### src/rtl/pwcap_pkg.sv
package pwcap_pkg;

    typedef enum logic [1:0] {
        ST_IDLE       = 2'd0,
        ST_WAIT_LEAD  = 2'd1,
        ST_WAIT_TRAIL = 2'd2
    } pw_state_e;

endpackage

### src/rtl/pwcap_sync.sv
// Brings the asynchronous pin into the clock domain and flags single-cycle
// rising and falling edges of the synchronized level.
module pwcap_sync #(
    parameter int STAGES = 2
) (
    input  logic clk,
    input  logic rst_n,
    input  logic pin_in,
    output logic rise,
    output logic fall
);

    localparam int LAST = STAGES - 1;

    logic [LAST:0] chain_q;
    logic          prev_q;

    always_ff @(posedge clk or negedge rst_n) begin
        if (!rst_n) begin
            chain_q <= '0;
            prev_q  <= 1'b0;
        end else begin
            chain_q <= {chain_q[LAST-1:0], pin_in};
            prev_q  <= chain_q[LAST];
        end
    end

    always_comb begin
        rise = chain_q[LAST] & ~prev_q;
        fall = ~chain_q[LAST] & prev_q;
    end

endmodule

### src/rtl/pwcap_fsm.sv
// Sequences opening and closing captures; strict alternation.
module pwcap_fsm
    import pwcap_pkg::*;
(
    input  logic      clk,
    input  logic      rst_n,
    input  logic      mode_on,
    input  logic      pol_pos,
    input  logic      rise,
    input  logic      fall,
    output pw_state_e state_q,
    output logic      lead_cap,
    output logic      trail_cap
);

    pw_state_e state_d;
    logic      lead_edge;
    logic      trail_edge;

    // Polarity picks which edge opens a pulse.
    always_comb begin
        lead_edge  = pol_pos ? rise : fall;
        trail_edge = pol_pos ? fall : rise;
    end

    // State register
    always_ff @(posedge clk or negedge rst_n) begin
        if (!rst_n) begin
            state_q <= ST_IDLE;
        end else begin
            state_q <= state_d;
        end
    end

    // Next-state logic
    always_comb begin
        state_d = state_q;
        if (!mode_on) begin
            state_d = ST_IDLE;                          // leave
        end else begin
            unique case (state_q)
                ST_IDLE:       state_d = ST_WAIT_LEAD;  // enter
                ST_WAIT_LEAD:  if (lead_edge)  state_d = ST_WAIT_TRAIL; // lead_hit
                ST_WAIT_TRAIL: if (trail_edge) state_d = ST_WAIT_LEAD;  // trail_hit
                default:       state_d = ST_IDLE;
            endcase
        end
    end

    // Output strobes
    always_comb begin
        lead_cap  = 1'b0;
        trail_cap = 1'b0;
        if (mode_on) begin
            unique case (state_q)
                ST_IDLE:       ;
                ST_WAIT_LEAD:  lead_cap  = lead_edge;
                ST_WAIT_TRAIL: trail_cap = trail_edge;
                default:       ;
            endcase
        end
    end

endmodule

### src/rtl/pwcap_regs.sv
// Capture registers and sticky completion flag.
module pwcap_regs #(
    parameter int CNT_W = 24
) (
    input  logic             clk,
    input  logic             rst_n,
    input  logic             lead_cap,
    input  logic             trail_cap,
    input  logic             flag_clr,
    input  logic [CNT_W-1:0] cnt_bus,
    output logic [CNT_W-1:0] lead_val,
    output logic [CNT_W-1:0] trail_val,
    output logic             done_flag
);

    always_ff @(posedge clk or negedge rst_n) begin
        if (!rst_n) begin
            lead_val  <= '0;
            trail_val <= '0;
        end else begin
            if (lead_cap)  lead_val  <= cnt_bus;
            if (trail_cap) trail_val <= cnt_bus;
        end
    end

    // Set has priority over clear.
    always_ff @(posedge clk or negedge rst_n) begin
        if (!rst_n) begin
            done_flag <= 1'b0;
        end else if (trail_cap) begin
            done_flag <= 1'b1;
        end else if (flag_clr) begin
            done_flag <= 1'b0;
        end
    end

endmodule

### src/rtl/pwcap_channel.sv
module pwcap_channel
    import pwcap_pkg::*;
#(
    parameter int          CNT_W     = 24,
    parameter int          MODE_W    = 7,
    parameter logic [6:0]  MODE_CODE = 7'b0000100,
    parameter int          SYNC_STG  = 2
) (
    input  logic              clk,
    input  logic              rst_n,
    input  logic              pin_in,
    input  logic [CNT_W-1:0]  cnt_bus,
    input  logic [MODE_W-1:0] mode_sel,
    input  logic              pol_pos,
    input  logic              flag_clr,
    output logic [CNT_W-1:0]  lead_val,
    output logic [CNT_W-1:0]  trail_val,
    output logic              done_flag
);

    logic      mode_on;
    logic      rise;
    logic      fall;
    logic      lead_cap;
    logic      trail_cap;
    pw_state_e state_q;

    assign mode_on = (mode_sel == MODE_W'(MODE_CODE));

    pwcap_sync #(.STAGES(SYNC_STG)) u_sync (
        .clk    (clk),
        .rst_n  (rst_n),
        .pin_in (pin_in),
        .rise   (rise),
        .fall   (fall)
    );

    pwcap_fsm u_fsm (
        .clk       (clk),
        .rst_n     (rst_n),
        .mode_on   (mode_on),
        .pol_pos   (pol_pos),
        .rise      (rise),
        .fall      (fall),
        .state_q   (state_q),
        .lead_cap  (lead_cap),
        .trail_cap (trail_cap)
    );

    pwcap_regs #(.CNT_W(CNT_W)) u_regs (
        .clk       (clk),
        .rst_n     (rst_n),
        .lead_cap  (lead_cap),
        .trail_cap (trail_cap),
        .flag_clr  (flag_clr),
        .cnt_bus   (cnt_bus),
        .lead_val  (lead_val),
        .trail_val (trail_val),
        .done_flag (done_flag)
    );

endmodule

### config.mk
export PLATFORM = sky130hd
export DESIGN_NAME = pwcap_channel
export DESIGN_NICKNAME = d
export VERILOG_FILES = /design/src/rtl/pwcap_pkg.sv /design/src/rtl/pwcap_sync.sv /design/src/rtl/pwcap_fsm.sv /design/src/rtl/pwcap_regs.sv /design/src/rtl/pwcap_channel.sv
export SDC_FILE = /design/constraint.sdc
export NUM_CORES = 1
export LEC_CHECK = 0
export ABC_AREA = 0
export BUFFER_PORTS_ARGS = -buffer_cell sky130_fd_sc_hd__buf_4
export CORE_MARGIN = 2
export CORE_UTILIZATION = 26
export DETAILED_ROUTE_END_ITERATION = 10
export GPL_TIMING_DRIVEN = 0
export PLACE_DENSITY = 0.57
export RECOVER_POWER = 100
export SLEW_MARGIN = 10
export SYNTH_ARGS = -nofsm -noshare
export SYNTH_HDL_FRONTEND = slang
export SYNTH_SLANG_ARGS = --single-unit
### constraint.sdc
create_clock -name clk -period 2.67 [get_ports clk]
set_input_delay 0.1335 -clock clk [delete_from_list [all_inputs] [get_ports clk]]
set_output_delay 0.1335 -clock clk [all_outputs]
set_load 0.02 [all_outputs]
==> flow_summary.json, run 1 <==
{
  "area.sequential_mm2": 0.00135,
  "grt_antenna_before_repair": 0,
  "cts_buffer_depth": 2,
  "avgSynthCellArea_um2": 16.5,
  "grtUsageMet1": 0.135,
  "core_area_mm2": 0.00859,
  "tritoncts": "built",
  "drive_gt1_frac": 0.346,
  "grt_pass1_wl_um": 7810,
  "crit_arrival_ns": 2.58,
  "async_flop_share": 1.00,
  "rsz0062_at_grt": "no",
  "synth_most_common_cell": "dfrtp_1",
  "synth_warnings": 0,
  "via_per_inst": 4.19,
  "grt_util_all_layers": 0.103,
  "cp_max_fo": 10,
  "syn-num-nets": 173,
  "cts_made_buffers": 5,
  "setup_viol": 0,
  "netlist_top_cells_count": "54 x dfrtp_1, 28 x mux2_2, 19 x mux2_4, 3 x buf_6, 3 x nor2_1",
  "cellPowerDensity_mw_per_mm2": 477,
  "maxSlewViolCount": 0,
  "criticalPathCategory": "flip-flop to flip-flop",
  "first_pass_iters": 3,
  "leakage_nw": 1.42,
  "die_w_um": 97.3,
  "ant_nets": 0,
  "fillers": 915,
  "cts_setup_buffers": 0,
  "clk_pin_slew_ns": 0.09,
  "drt_first_iter_violations": 42,
  "status": "finished clean",
  "critPathLaunchType": "flip-flop",
  "routedWlPerCell_um": 13.6,
  "routabilityCongestion": 0.670,
  "endpoint_kind": "flip-flop",
  "use_met3": 0.0317,
  "grt_max_degree": 55,
  "io-pin-count": 85,
  "yosysTopAreaCellShare": 0.598,
  "swShare": 0.213,
  "worstPathRequired_ns": 2.85,
  "syn_area_mm2": 0.00226,
  "p_switching_uw": 290,
  "seqPwrFrac": 0.603,
  "period_needed_ns": 2.40,
  "antenna-diode-count": 0,
  "start_util": 0.263,
  "synth_area_leader_cell": "dfrtp_1",
  "synthTopCellsByArea": "dfrtp_1 60%, mux2_2 14%, mux2_4 13%",
  "fin_nets": 266,
  "finalHoldViolations": 0,
  "skew_ns": 0.00305,
  "ys.flop_type": "dfrtp_1",
  "worst_hold_slack_ns": 0.0533,
  "synth_edf_count": 0,
  "power_frac_clock": 0.340,
  "max_freq_mhz": 417,
  "cts.sink_count": 54,
  "setup-tns-final_ns": 0,
  "dp_hpwl_um": 3330,
  "cts-root-buf": "clkbuf_8",
  "synth_cell_types": 26,
  "ir_drop_v": 0.000245,
  "rows": 34,
  "drc": 0,
  "dieArea_mm2": 0.00946,
  "tightestPinTransition_ns": 1.33,
  "busiest_layer": "met2",
  "synth-seq-cells": 54,
  "maxCapViolCount": 0,
  "grt_pass1_vias": 1522,
  "finalWirelength_um": 4610,
  "hold_path_class": "input port to flip-flop",
  "overflow": 0,
  "io_buffers": 83,
  "multi_input_area_um2": 744,
  "max_slew_margin": 0.114,
  "area_growth_pct": 26.1,
  "die_h_um": 97.3,
  "grtUsageMet2": 0.166,
  "p_int_mw": 1.07,
  "place_ws_ns": 0.242,
  "htree_levels": 2,
  "vias": 1419,
  "synth-seq-area-share": 0.598,
  "fin_crit_sh": 0.899,
  "clk_latency_ns": 0.30,
  "combPwrFrac": 0.056,
  "netlist_instances": 137,
  "setup_ws_ns": 0.270
}
## placed cells by master (no fill, tap or decap), types with 3 or more instances in the layout
cell type	n
nor2_1	3
mux2_1	18
clkbuf_2	3
mux2_2	28
dlygate4sd3_1	3
dfrtp_1	54
buf_4	33
clkbuf_1	51
clkbuf_8	6
## path summary, 6_finish.rpt
kind	start	to	slack (ns)	cells after the start
setup / recovery	u_sync.chain_q[1]	u_regs.lead_val[16]	0.27	5
hold / removal	cnt_bus[15]	u_regs.trail_val[15]	0.05	2
setup reg to reg	u_sync.chain_q[1]	u_regs.lead_val[16]	0.27	5
hold reg to reg	u_sync.chain_q[0]	u_sync.chain_q[1]	0.35	0
max in group asynchronous	rst_n	u_regs.lead_val[22]	1.22	2
min in group asynchronous	rst_n	u_regs.lead_val[8]	0.66	2
## per-layer routing
| metal | part of all wire | up-vias |
|---|---|---|
| li1 | - | 671 |
| met1 | 0.45 | 695 |
| met2 | 0.48 | 48 |
| met3 | 0.058 | 5 |
| met4 | 0.0074 | 0 |
| met5 | 0 | - |
## cell type report
cell class,count,share of cell area
sequential,54,0.474
clock buffer,7,0.0303
clock inverter,1,0.00176
multi-input combinational,73,0.261
timing repair buffer,86,0.164
buffer,8,0.0189
tap,108,0.0474
inverter,2,0.00263
## timing repair
action / 4_1_cts / 5_1_grt
hold endpoints to repair: 56 / 0
hold buffers: 3 / 0
resized for setup: 0 / 0
## flip-flops by register name (all words and copies together) (netlist names)
name	flops
u_regs.lead_val	24
u_regs.trail_val	24
u_fsm.state_q	2
u_sync.chain_q	2
u_regs.done_flag	1
u_sync.prev_q	1
## per-stage QoR
stage	total power [mW]	util	instance area, um^2	cells
5_1_grt	1.43	0.332	2850	339
2_1_floorplan	0.853	-	2260	137
3_3_place_gp	0.914	0.351	3020	328
6_report	1.36	0.332	2850	339
4_1_cts	1.40	0.365	3140	339
3_5_place_dp	0.916	0.351	3020	328
## power by group through the flow
stage | registers (mW) | clock network [mW] | logic, mW
after floorplan | 0.837 | 0 | 0.0162
after global routing | 0.821 | 0.525 | 0.0871
after detailed placement | 0.837 | 0 | 0.0789
after global placement | 0.837 | 0 | 0.0775
final | 0.821 | 0.463 | 0.0767
after CTS | 0.821 | 0.496 | 0.0826
## worst max-delay path: stages, from the launching register on
cell and delay [ns]:
dfrtp_1 0.39, buf_2 0.17, or3b_1 0.42, a2111oi_4 0.68
buf_6 0.26, mux2_2 0.36
## logic make-up after synthesis
kind of cell,count (synthesis),share of synthesized area
flip-flops,54,0.598
AND/OR/NAND/NOR,14,0.0410
multiplexers,49,0.275
AO/OA/AOI/OAI,10,0.0426
buffers and inverters,10,0.0437
(Power assumes the default switching activity.)
==> run 2: changes to the inputs <==
--- a/config.mk
+++ b/config.mk
@@ -8,10 +8,12 @@
 export ABC_AREA = 0
 export BUFFER_PORTS_ARGS = -buffer_cell sky130_fd_sc_hd__buf_4
 export CORE_MARGIN = 2
-export CORE_UTILIZATION = 26
+export CORE_UTILIZATION = 40
+export CTS_CLUSTER_DIAMETER = 80
 export DETAILED_ROUTE_END_ITERATION = 10
 export GPL_TIMING_DRIVEN = 0
-export PLACE_DENSITY = 0.57
+export MAX_ROUTING_LAYER = met4
+export PLACE_DENSITY = 0.76
 export RECOVER_POWER = 100
 export SLEW_MARGIN = 10
 export SYNTH_ARGS = -nofsm -noshare
==> run 2 against run 1 <==
  * Worst hold slack got worse by 0.033 ns
  * Sequential power about the same
  * Combinational power down 1%
  * Power about the same
  * Setup slack gained 0.021 ns
  * Largest power group unchanged
==> flow_summary.json, run 2 (synthesis results as in run 1) <==
{
  "tightestPinTransition_ns": 1.31,
  "grt_antenna_before_repair": 0,
  "maxCapViolCount": 0,
  "routedWlPerCell_um": 15.0,
  "ff2ff_path_depth": 5,
  "ant_nets": 0,
  "dieArea_mm2": 0.00627,
  "cts_buffer_depth": 2,
  "holdPathStages": 2,
  "leakage_nw": 1.42,
  "drt_first_iter_violations": 42,
  "final_area_mm2": 0.00283,
  "layout_commonest_cell": "dfrtp_1",
  "cts.sink_count": 54,
  "finalHoldViolations": 0,
  "most-common-layout-cells": "54 x dfrtp_1, 51 x clkbuf_1, 33 x buf_4",
  "rsz0062_at_grt": "no",
  "clk_pin_slew_ns": 0.09,
  "cts_made_buffers": 5,
  "routabilityCongestion": 0.708,
  "max_slew_margin": 0.126,
  "criticalPathCategory": "flip-flop to flip-flop",
  "skew_ns": 0.00682,
  "drive_gt1_frac": 0.348,
  "io-pin-count": 85,
  "hold_path_class": "input port to flip-flop",
  "cp_max_fo": 10,
  "clk_latency_ns": 0.30,
  "fin_nets": 265,
  "crit_arrival_ns": 2.56,
  "cellPowerDensity_mw_per_mm2": 481,
  "area_growth_pct": 25.1,
  "setup_ws_ns": 0.291,
  "place_ws_ns": 0.366,
  "grt_pass1_wl_um": 7110,
  "core_area_mm2": 0.00547,
  "worstPathRequired_ns": 2.86,
  "grt_util_all_layers": 0.150,
  "status": "finished clean",
  "vias": 1437,
  "overflow": 0,
  "grt_pass1_vias": 1464,
  "htree_levels": 2,
  "grt_max_degree": 55,
  "cts-root-buf": "clkbuf_8",
  "tritoncts": "built",
  "start_util": 0.413,
  "critical_path.cell_chain": "clkbuf_1 > or3b_1 > a2111oi_4 > buf_6 > mux2_2",
  "placed_area_mm2": 0.00297,
  "antenna-diode-count": 0,
  "dp_hpwl_um": 3260,
  "max_freq_mhz": 420,
  "via_per_inst": 4.76,
  "r2r_start": "u_sync.chain_q[1]",
  "timing.rr.end": "u_regs.lead_val[3]",
  "endpoint_kind": "flip-flop",
  "critPathBufInv": 2,
  "ir_drop_v": 0.000233,
  "rows": 27,
  "hold_end": "u_regs.done_flag",
  "finalWirelength_um": 4520,
  "drc": 0,
  "setup-tns-final_ns": 0,
  "io_buffers": 83,
  "fin_crit_sh": 0.891,
  "max_stage_delay_ns": 0.62,
  "period_needed_ns": 2.38,
  "crit_slowest_cell": "a2111oi_4",
  "die_h_um": 79.2,
  "r2r_slack_ns": 0.29,
  "die_w_um": 79.2,
  "maxSlewViolCount": 0,
  "reg.largest.list": "u_regs.lead_val (24), u_regs.trail_val (24)",
  "first_pass_iters": 3,
  "hold_start": "flag_clr",
  "setup_viol": 0,
  "critPathLaunchType": "flip-flop",
  "critical_path.top_delay_family": "compound AO/OA/AOI/OAI gates"
}
[run 2: timing repair]
action                                 4_1_cts  5_1_grt
hold buffers                                 2        0
resized for setup                            0        0
setup buffers                                0        0
endpoints found under the hold margin       55        0
[run 2: cell type report]
class,count,area (um^2)
clock buffers,6,82.6
repair buffers,85,457
flip-flops and latches,54,1350
inverters,2,7.51
fillers,554,2650
plain buffers,8,82.6
well taps,72,90.1
clock inverters,2,12.5
multi-input cells,73,744
[run 2: stage by stage]
| step | util | instances | hold WS, ns | power [mW] |
|---|---|---|---|---|
| 6_report | 0.517 | 302 | 0.0207 | 1.36 |
| 5_1_grt | 0.517 | 302 | 0.00656 | 1.43 |
| 4_1_cts | 0.564 | 302 | 0.0107 | 1.39 |
| 3_5_place_dp | 0.543 | 292 | 0.219 | 0.915 |
| 3_3_place_gp | 0.543 | 292 | 0.219 | 0.913 |
| 2_1_floorplan | - | 137 | -0.162 | 0.853 |
[run 2: where the power goes]
group,leakage (nW),internal (mW),total [mW],switching [mW]
clock network,0.0472,0.209,0.464,0.255
logic,0.630,0.0399,0.0758,0.0359
registers,0.748,0.820,0.821,0.000869
[run 2: metal layers]
metal  up-vias  wire length (um)  GRT usage
li1        669                 -          -
met1       717              1980      0.189
met2        47              2250      0.246
met3         4               250     0.0295
met4         0                31     0.0466
met5         -                 0          -
[run 2: how the worst max path moves through the flow]
stage	to	from	depth (start not counted)	slack [ns]
floorplan	u_regs.lead_val[1]	u_sync.chain_q[1]	5	0.59
finish	u_regs.lead_val[3]	u_sync.chain_q[1]	5	0.29
CTS	u_regs.lead_val[3]	u_sync.chain_q[1]	5	0.35
global placement	u_regs.lead_val[23]	u_sync.chain_q[1]	5	0.41
detailed placement	u_regs.lead_val[3]	u_sync.chain_q[1]	5	0.37
global route	u_regs.trail_val[5]	u_sync.chain_q[1]	6	0.16
==> run 3: changes to the inputs <==
--- a/config.mk
+++ b/config.mk
@@ -7,13 +7,15 @@
 export LEC_CHECK = 0
 export ABC_AREA = 0
 export BUFFER_PORTS_ARGS = -buffer_cell sky130_fd_sc_hd__buf_4
+export CELL_PAD_IN_SITES_DETAIL_PLACEMENT = 0
+export CELL_PAD_IN_SITES_GLOBAL_PLACEMENT = 2
 export CORE_MARGIN = 2
-export CORE_UTILIZATION = 40
+export CORE_UTILIZATION = 32
 export CTS_CLUSTER_DIAMETER = 80
 export DETAILED_ROUTE_END_ITERATION = 10
 export GPL_TIMING_DRIVEN = 0
 export MAX_ROUTING_LAYER = met4
-export PLACE_DENSITY = 0.76
+export PLACE_DENSITY = 0.87
 export RECOVER_POWER = 100
 export SLEW_MARGIN = 10
 export SYNTH_ARGS = -nofsm -noshare
==> run 3 against run 2 <==
  * Power rose by 1.6%
  * Combinational power up 0.8%
  * Cell area grew 1.4%
  * Clock skew up 0.0020 ns
  * Count of clock-buffer cells in the layout increased by 1
  * Register-to-register slack lost 0.03 ns
  * Utilization down 9.7 points
  * Largest power group unchanged
==> flow_summary.json, run 3 (synthesis results as in run 1) <==
{
  "criticalPathCategory": "flip-flop to flip-flop",
  "io-pin-count": 85,
  "most-common-layout-cells": "54 x dfrtp_1, 52 x clkbuf_1, 33 x buf_4",
  "dp_hpwl_um": 3260,
  "rows": 30,
  "clk_pin_slew_ns": 0.10,
  "overflow": 0,
  "grt_util_all_layers": 0.127,
  "ff2ff_path_depth": 5,
  "critPathLaunchType": "flip-flop",
  "wl_met2_um": 2200,
  "layout_commonest_cell": "dfrtp_1",
  "p_switching_uw": 307,
  "setup-tns-final_ns": 0,
  "drt-met1-wl_um": 2030,
  "start_util": 0.331,
  "ir_drop_v": 0.000199,
  "hold_start": "cnt_bus[13]",
  "grt_max_degree": 55,
  "crit_arrival_ns": 2.60,
  "hold_end": "u_regs.trail_val[13]",
  "endpoint_kind": "flip-flop",
  "fin_crit_sh": 0.902,
  "area_growth_pct": 26.8,
  "seqPwrFrac": 0.593,
  "drive_gt1_frac": 0.338,
  "antenna-diode-count": 0,
  "io_buffers": 83,
  "setup_ws_ns": 0.260,
  "cp_max_fo": 10,
  "skew_ns": 0.00882,
  "cts_buffer_depth": 2,
  "worstPathRequired_ns": 2.86,
  "finalHoldViolations": 0,
  "die_w_um": 88.1,
  "tritoncts": "built",
  "swShare": 0.222,
  "worst_hold_slack_ns": 0.0446,
  "max_slew_margin": 0.120,
  "r2r_slack_ns": 0.26,
  "routedWlPerCell_um": 13.9,
  "routabilityCongestion": 0.697,
  "max_freq_mhz": 415,
  "drt_first_iter_violations": 37,
  "grt_pass1_wl_um": 7250,
  "maxCapViolCount": 0,
  "power_frac_clock": 0.351,
  "combPwrFrac": 0.055,
  "holdPathStages": 2,
  "core_area_mm2": 0.00683,
  "ant_nets": 0,
  "clk_latency_ns": 0.30,
  "tightestPinTransition_ns": 1.32,
  "cts.sink_count": 54,
  "finalWirelength_um": 4550,
  "top_layer": "met4",
  "fillers": 704,
  "cellPowerDensity_mw_per_mm2": 482,
  "p_int_mw": 1.08,
  "leakage_nw": 1.43,
  "htree_levels": 2,
  "grt_pass1_vias": 1514,
  "grt_antenna_before_repair": 0,
  "cts_made_buffers": 5,
  "fin_nets": 266,
  "reg.largest.list": "u_regs.lead_val (24), u_regs.trail_val (24)",
  "drc": 0,
  "setup_viol": 0,
  "route.met3.wl_um": 304,
  "first_pass_iters": 4,
  "timing.rr.end": "u_regs.lead_val[2]",
  "via_per_inst": 4.43,
  "status": "finished clean",
  "period_needed_ns": 2.41,
  "dieArea_mm2": 0.00775,
  "hold_path_class": "input port to flip-flop",
  "rsz0062_at_grt": "no",
  "cts-root-buf": "clkbuf_8",
  "die_h_um": 88.1,
  "maxSlewViolCount": 0,
  "vias": 1449,
  "place_ws_ns": 0.335,
  "r2r_start": "u_sync.chain_q[1]"
}
==> run 3: cell count changes in the layout (fill, tap and decap cells not counted) <==
cell and change:
dlygate4sd3_1 +1, clkbuf_1 +1, mux2_1 +1, clkinv_2 -1
clkinvlp_4 -1, mux2_2 -1, inv_6 +1
==> run 3: critical path: stages, from the launching register on <==
cell       delay (ns)
dfrtp_1          0.39
clkbuf_1         0.20
or3b_1           0.46
a2111oi_4        0.66
buf_6            0.25
mux2_2           0.34
==> run 3: worst max path at each step <==
stage          slack [ns]              start                   to
2_1_floorplan        0.59  u_sync.chain_q[1]   u_regs.lead_val[1]
3_3_place_gp         0.35  u_sync.chain_q[1]   u_regs.lead_val[1]
3_5_place_dp         0.34  u_sync.chain_q[1]  u_regs.lead_val[16]
4_1_cts              0.31  u_sync.chain_q[1]   u_regs.lead_val[2]
5_1_grt              0.15  u_sync.chain_q[1]  u_regs.lead_val[13]
6_report             0.26  u_sync.chain_q[1]   u_regs.lead_val[2]
==> run 3: layer usage <==
metal / track usage / up-vias
li1: - / 674
met2: 0.206 / 52
met1: 0.155 / 721
met5: - / -
met3: 0.0386 / 2
met4: 0.0331 / 0
==> run 3: cell type report <==
| class | instances | area (um^2) | area share |
|---|---|---|---|
| multi-input cells | 73 | 744 | 0.260 |
| clock inverters | 1 | 8.76 | 0.00305 |
| repair buffers | 86 | 467 | 0.163 |
| clock buffers | 7 | 86.3 | 0.0301 |
| plain buffers | 8 | 82.6 | 0.0288 |
| flip-flops and latches | 54 | 1350 | 0.471 |
| inverters | 2 | 7.51 | 0.00262 |
| well taps | 96 | 120 | 0.0419 |
==> run 3: power by group through the flow <==
stage	sequential, mW	combinational, mW	clock (mW)
final	0.821	0.0764	0.486
after global routing	0.821	0.0860	0.541
after CTS	0.821	0.0808	0.509
after detailed placement	0.837	0.0781	0
after global placement	0.837	0.0768	0
after floorplan	0.837	0.0162	0
==> run 3: through the flow <==
stage | instances | area [um^2] | power (mW) | utilization
global placement | 316 | 3000 | 0.914 | 0.440
detailed placement | 316 | 3000 | 0.915 | 0.440
global route | 327 | 2870 | 1.45 | 0.420
finish | 327 | 2870 | 1.38 | 0.420
floorplan | 137 | 2260 | 0.853 | -
CTS | 326 | 3120 | 1.41 | 0.457
==> run 3: timing repair <==
item	CTS	global route
gates resized for setup	0	0
hold buffers	2	1
endpoints found under the hold margin	55	1
setup buffers	0	0
